<file path="src/rtl/mbxb_pkg.sv">
package mbxb_pkg;

  // Register offsets. The latch byte order is behaviour: the last one loads.
  localparam int unsigned OFS_TX     = 'h00;
  localparam int unsigned OFS_RX     = 'h10;
  localparam int unsigned OFS_STAT   = 'h20;
  localparam int unsigned OFS_LAT    = 'h20;
  localparam int unsigned LAT_STRIDE = 4;

  localparam int unsigned ST_OUT_BIT  = 0;
  localparam int unsigned ST_IN_BIT   = 3;
  localparam int unsigned ST_BUSY_BIT = 7;

  function automatic logic [7:0] stat_pack(input logic out_rdy, input logic in_rdy,
                                           input logic bsy);
    logic [7:0] s;
    s = '0;
    s[ST_OUT_BIT]  = out_rdy;
    s[ST_IN_BIT]   = in_rdy;
    s[ST_BUSY_BIT] = bsy;
    return s;
  endfunction

endpackage

</file>
<file path="src/rtl/mbx_slot.sv">
module mbx_slot #(
  parameter int DW = 8
) (
  input  logic          clk,
  input  logic          rst_n,
  input  logic          put,
  input  logic [DW-1:0] put_data,
  input  logic          take,
  output logic [DW-1:0] data,
  output logic          full
);

  // A put outranks a take in the same cycle.
  always_ff @(posedge clk or negedge rst_n) begin
    if (!rst_n) begin
      data <= '0;
      full <= 1'b0;
    end else if (put) begin
      data <= put_data;
      full <= 1'b1;
    end else if (take) begin
      full <= 1'b0;
    end
  end

endmodule

</file>
<file path="src/rtl/cdown_timer.sv">
module cdown_timer #(
  parameter  int NBYTES = 3,
  localparam int TMR_W  = 8 * NBYTES,
  localparam int SELW   = (NBYTES > 1) ? $clog2(NBYTES) : 1
) (
  input  logic            clk,
  input  logic            rst_n,
  input  logic            lat_we,
  input  logic [SELW-1:0] lat_sel,
  input  logic [7:0]      lat_byte,
  input  logic            tick,
  output logic [TMR_W-1:0] count,
  output logic            busy,
  output logic            load_evt
);

  localparam logic [SELW-1:0] TOP_SEL = SELW'(NBYTES - 1);

  logic [7:0]       lat_q [NBYTES];
  logic [TMR_W-1:0] lat_img;

  function automatic logic [TMR_W-1:0] tmr_step(input logic [TMR_W-1:0] cur,
                                                input logic en);
    return (en && (cur != '0)) ? cur - TMR_W'(1) : cur;
  endfunction

  assign load_evt = lat_we && (lat_sel == TOP_SEL);

  for (genvar g = 0; g < NBYTES; g++) begin : g_lat
    always_ff @(posedge clk or negedge rst_n) begin
      if (!rst_n)
        lat_q[g] <= '0;
      else if (lat_we && (lat_sel == SELW'(g)))
        lat_q[g] <= lat_byte;
    end
  end

  // The image seen by a load uses the byte being written for the top slot.
  always_comb begin
    for (int i = 0; i < NBYTES; i++)
      lat_img[8*i +: 8] = (i == NBYTES - 1) ? lat_byte : lat_q[i];
  end

  always_ff @(posedge clk or negedge rst_n) begin
    if (!rst_n) begin
      count <= '0;
      busy  <= 1'b0;
    end else if (load_evt) begin
      count <= lat_img;
      busy  <= (lat_img == '0);
    end else begin
      count <= tmr_step(count, tick);
    end
  end

endmodule

</file>
<file path="src/rtl/mbx_timer_bridge.sv">
module mbx_timer_bridge
  import mbxb_pkg::*;
#(
  parameter  int ADDR_W = 6,
  parameter  int NBYTES = 3,
  localparam int TMR_W  = 8 * NBYTES,
  localparam int SELW   = (NBYTES > 1) ? $clog2(NBYTES) : 1
) (
  input  logic              clk,
  input  logic              rst_n,
  input  logic [ADDR_W-1:0] cp_addr,
  input  logic [7:0]        cp_wdata,
  input  logic              cp_wr,
  input  logic              cp_rd,
  output logic [7:0]        cp_rdata,
  input  logic              host_push,
  input  logic [7:0]        host_wdata,
  input  logic              host_pop,
  output logic [7:0]        host_rdata,
  output logic              out_ready,
  output logic              in_ready,
  input  logic              tick,
  output logic              busy,
  output logic [TMR_W-1:0]  tmr_count
);

  localparam logic [ADDR_W-1:0] A_TX   = ADDR_W'(OFS_TX);
  localparam logic [ADDR_W-1:0] A_RX   = ADDR_W'(OFS_RX);
  localparam logic [ADDR_W-1:0] A_STAT = ADDR_W'(OFS_STAT);

  logic              tx_put;
  logic              rx_take;
  logic              rx_sel;
  logic [7:0]        rx_data;
  logic [NBYTES-1:0] lat_hit;
  logic              lat_we;
  logic [SELW-1:0]   lat_sel;
  logic              tmr_load;

  assign tx_put  = cp_wr && (cp_addr == A_TX);
  assign rx_sel  = cp_rd && (cp_addr == A_RX);
  assign rx_take = rx_sel && in_ready;

  for (genvar g = 0; g < NBYTES; g++) begin : g_dec
    localparam logic [ADDR_W-1:0] A_LAT = ADDR_W'(OFS_LAT + g * LAT_STRIDE);
    assign lat_hit[g] = cp_wr && (cp_addr == A_LAT);
  end

  assign lat_we = |lat_hit;

  always_comb begin
    lat_sel = '0;
    for (int i = 0; i < NBYTES; i++)
      if (lat_hit[i]) lat_sel = SELW'(i);
  end

  mbx_slot #(.DW(8)) u_out (
    .clk      (clk),
    .rst_n    (rst_n),
    .put      (tx_put),
    .put_data (cp_wdata),
    .take     (host_pop),
    .data     (host_rdata),
    .full     (out_ready)
  );

  mbx_slot #(.DW(8)) u_in (
    .clk      (clk),
    .rst_n    (rst_n),
    .put      (host_push),
    .put_data (host_wdata),
    .take     (rx_take),
    .data     (rx_data),
    .full     (in_ready)
  );

  cdown_timer #(.NBYTES(NBYTES)) u_tmr (
    .clk      (clk),
    .rst_n    (rst_n),
    .lat_we   (lat_we),
    .lat_sel  (lat_sel),
    .lat_byte (cp_wdata),
    .tick     (tick),
    .count    (tmr_count),
    .busy     (busy),
    .load_evt (tmr_load)
  );

  always_comb begin
    cp_rdata = 8'h00;
    if (cp_rd) begin
      if (cp_addr == A_RX)
        cp_rdata = in_ready ? rx_data : 8'h00;
      else if (cp_addr == A_STAT)
        cp_rdata = stat_pack(out_ready, in_ready, busy);
    end
  end

endmodule

</file>
<file path="config.mk">
export PLATFORM = sky130hd
export DESIGN_NAME = mbx_timer_bridge
export DESIGN_NICKNAME = d
export VERILOG_FILES = /design/src/rtl/mbxb_pkg.sv /design/src/rtl/mbx_slot.sv /design/src/rtl/cdown_timer.sv /design/src/rtl/mbx_timer_bridge.sv
export SDC_FILE = /design/constraint.sdc
export NUM_CORES = 1
export LEC_CHECK = 0
export BUFFER_PORTS_ARGS = -buffer_cell sky130_fd_sc_hd__buf_2
export CORE_MARGIN = 4
export CORE_UTILIZATION = 37
export DETAILED_ROUTE_END_ITERATION = 7
export PLACE_DENSITY_LB_ADDON = 0.25
export RECOVER_POWER = 100
export SETUP_SLACK_MARGIN = 0.5
export SYNTH_ARGS = -nofsm -noshare
export SYNTH_HDL_FRONTEND = slang
export SYNTH_SLANG_ARGS = --single-unit
</file>
<file path="constraint.sdc">
create_clock -name clk -period 3.1 [get_ports clk]
set_clock_uncertainty 0.15 [all_clocks]
set_input_delay 0 -clock clk [delete_from_list [all_inputs] [get_ports clk]]
set_output_delay 0 -clock clk [all_outputs]
set_load 0.02 [all_outputs]
</file>
==> impl_metrics.csv <==
group,metric,value,unit
drt,drc_errors,0,
final_layout,fin_area,3810,sq um
global_route,overflow,0,
synthesis,seq_area_frac_synth,51.7,%
final_layout,drive_gt1_share,18.5,%
timing,setup_tns,0,ns
flow_run,drv_cap,0,
setup_path,rrSetupSlack,0.42,ns
global_route,grt_pass1_wl,12.3,mm
floorplanning,fp-row-count,31,
synthesis,synth.area.top_cells,"dfrtp_1 52%, mux2_2 11%, nor2_1 4.7%",
cts,clockBufferDepth,2,
global_route,grt_max_degree,50,
drt,vias,2464,
setup_path,crit_path_max_fanout,5,
floorplanning,start_util,38.8,%
setup_path,worstSetupEndpointType,"register",
power_and_ir_drop,power.density,709,nW/um^2
global_route,track_usage,17.6,%
timing,worst_hold_slack,0.181,ns
synthesis,synth_top_area_share,51.7,%
drt,antenna_left,0,
synthesis,yosysWarnings,0,
drt,routed_wl,7.48,mm
synthesis,syn-num-nets,302,
synthesis,syn_area,2860,sq um
floorplanning,core_area,7370,sq um
placement,dp.final_hpwl,5.05,mm
placement,place_congestion,0.813,
synthesis,synth.largest_area_cell,"dfrtp_1",
synthesis,synth-seq-cells,59,
setup_path,critPathKind,"reg2reg",
setup_path,crit_chain,"or4_1 -> or4_4 -> or2_0 -> nand2_4 -> mux2i_1 -> mux2_1",
timing,rsz0062_at_grt,"no",
power_and_ir_drop,ir_worst_vdd,0.254,mV
floorplanning,die_area,9190,sq um
cts,root_buffer,"clkbuf_8",
final_layout,n_fill_cell,726,
timing,fin_crit,2.68,ns
timing,relSlewSlack,21.0,%
final_layout,syn_to_final_growth,33.6,%
final_layout,n_antenna_cell,0,
setup_path,cp_slowest_stage_delay,0.58,ns
cts,cts_buffers,9,
floorplanning,chipHeight,95.9,microns
timing,period_share,86.3,%
placement,io_buffers,71,
timing,finalSetupViolations,0,
setup_path,required,3.16,ns
cts,h-tree-depth,3,
setup_path,worstSetupStartpointType,"register",
synthesis,syn-mean-instance-area,10.5,sq um
setup_path,cp_slowest_cell,"or4_1",
final_layout,post-route-util,51.8,%
timing,worstMarginPinSlew,1.18,ns
timing,final_max_slew_viol_count,0,
timing,hold_violations,0,
power_and_ir_drop,total_leakage_power,1.67,nW
drt,drt_iter0_drc,113,
power_and_ir_drop,p_total,2.71,mW
cts,cts_tree,"done",
global_route,antenna_found_initial,0,
synthesis,ys_types,37,
cts,cts_sinks,59,
placement,post_dp_cell_area,3350,sq um
cts,clkTransAtPathRegs,0.07,ns
cts,insertion_delay,0.33,ns
global_route,grt_pass1_vias,2439,
floorplanning,io_pins,72,
timing,maxClockFrequency,374,MHz
drt,dr.pass1.iters,4,
final_layout,final_nets,420,
floorplanning,die_x,95.9,microns
min_path,hold_path_class,"in2reg",
outcome,status,"complete, no violations",
drt,vias_per_cell,5.00,
setup_path,cp_data_arrival_time,2.73,ns
drt,wl_per_cell,15.2,microns
synthesis,netlist_instances,271,
cell usage in the layout, fill, tap and decap left out, drive strengths merged, types with 3 or more instances in the layout:
cell / Yosys / layout
clkbuf: 5 / 64
dfrtp: 59 / 59
nor2: 36 / 36
dlygate4sd3: 0 / 36
mux2: 28 / 28
buf: 1 / 27
a21oi: 22 / 22
nand2: 17 / 17
xor2: 15 / 15
o21ai: 10 / 10
nor4: 10 / 10
inv: 9 / 9
nand3: 7 / 7
nor3: 6 / 6
or3: 6 / 6
xnor2: 6 / 6
nor2b: 5 / 5
nand4: 4 / 4
nor3b: 3 / 3
per-stage QoR:
step	std cells	setup WS (ns)
2_1_floorplan	271	0.616
3_3_place_gp	440	0.629
3_5_place_dp	440	0.591
4_1_cts	492	0.572
5_1_grt	493	0.302
6_report	493	0.424
layout make-up:
class	count	area, sq um	share of cell area, %
clock buffers	14	163	4.26
clock inverters	2	10.0	0.262
inverters	9	33.8	0.886
multi-input cells	197	1310	34.4
flip-flops and latches	59	1480	38.7
well taps	99	124	3.25
repair buffers	113	694	18.2
metal layers:
metal | track usage [%] | routed length (microns) | up-vias
met4 | 5.69 | 95 | 0
met2 | 27.3 | 3490 | 71
met1 | 24.5 | 3520 | 1182
met5 | 0 | 0 | -
li1 | - | - | 1203
met3 | 3.60 | 367 | 8
worst max-delay path: cells and delay by family (launching register included):
kind / cells / cell delay [ns]
DFF: 1 / 0.41
muxes: 2 / 0.37
and+or+nand+nor: 4 / 1.62
cells by family (layout without fill, tap and decap cells):
group                      after synthesis  count (layout)  share of synthesized area [%]
AOI/OAI and AO/OA                       40              40                           7.84
buffers and inverters                   15             138                           1.97
muxes                                   29              29                           11.5
DFF                                     59              59                           51.7
and+or+nand+nor                        105             105                           19.7
adders and majority gates                2               2                          0.876
xor gates and xnor gates                21              21                           6.44
flip-flops by register name, summed over array words and instances, names as in the netlist:
register and cells:
u_tmr.count 24, u_tmr.lat_img 16, u_in.data 8, u_out.data 8, u_in.full 1, u_out.full 1
u_tmr.busy 1
power by group:
group	switching, mW	internal (mW)
sequential	0.216	0.965
clock	0.292	0.332
combinational	0.537	0.363
total	1.05	1.66
worst paths after layout:
kind | start | endpoint | cells after the start
setup / recovery | u_tmr.count[12]$_DFFE_PN0P_ | u_tmr.count[1]$_DFFE_PN0P_ | 6
hold / removal | cp_addr[2] | u_out.full$_DFFE_PN0P_ | 4
setup reg to reg | u_tmr.count[12]$_DFFE_PN0P_ | u_tmr.count[1]$_DFFE_PN0P_ | 6
hold reg to reg | u_out.data[7]$_DFFE_PN0P_ | u_out.data[7]$_DFFE_PN0P_ | 1
max in group asynchronous | rst_n | u_tmr.count[4]$_DFFE_PN0P_ | 3
min in group asynchronous | rst_n | u_in.data[0]$_DFFE_PN0P_ | 2
synthesized netlist by cell type (all sizes together):
library cell / n
dfrtp: 59
nor2: 36
mux2: 28
a21oi: 22
nand2: 17
xor2: 15
nor4: 10
o21ai: 10
inv: 9
nand3: 7
nor3: 6
or3: 6
xnor2: 6
clkbuf: 5
nor2b: 5
nand4: 4
nor3b: 3
a31oi: 2
a32oi: 2
and2: 2
ha: 2
nor4b: 2
or4: 2
or4b: 2
a21o: 1
and3b: 1
buf: 1
mux2i: 1
nand2b: 1
o2111a: 1
o211ai: 1
o31ai: 1
or2: 1
repair_timing:
item                       4_1_cts  5_1_grt
hold endpoints to repair        89        0
buffers inserted                 0        1
hold buffers                    36        0
gates resized for setup          0        1
setup endpoints to repair        0        3
(Power assumes the default switching activity.)
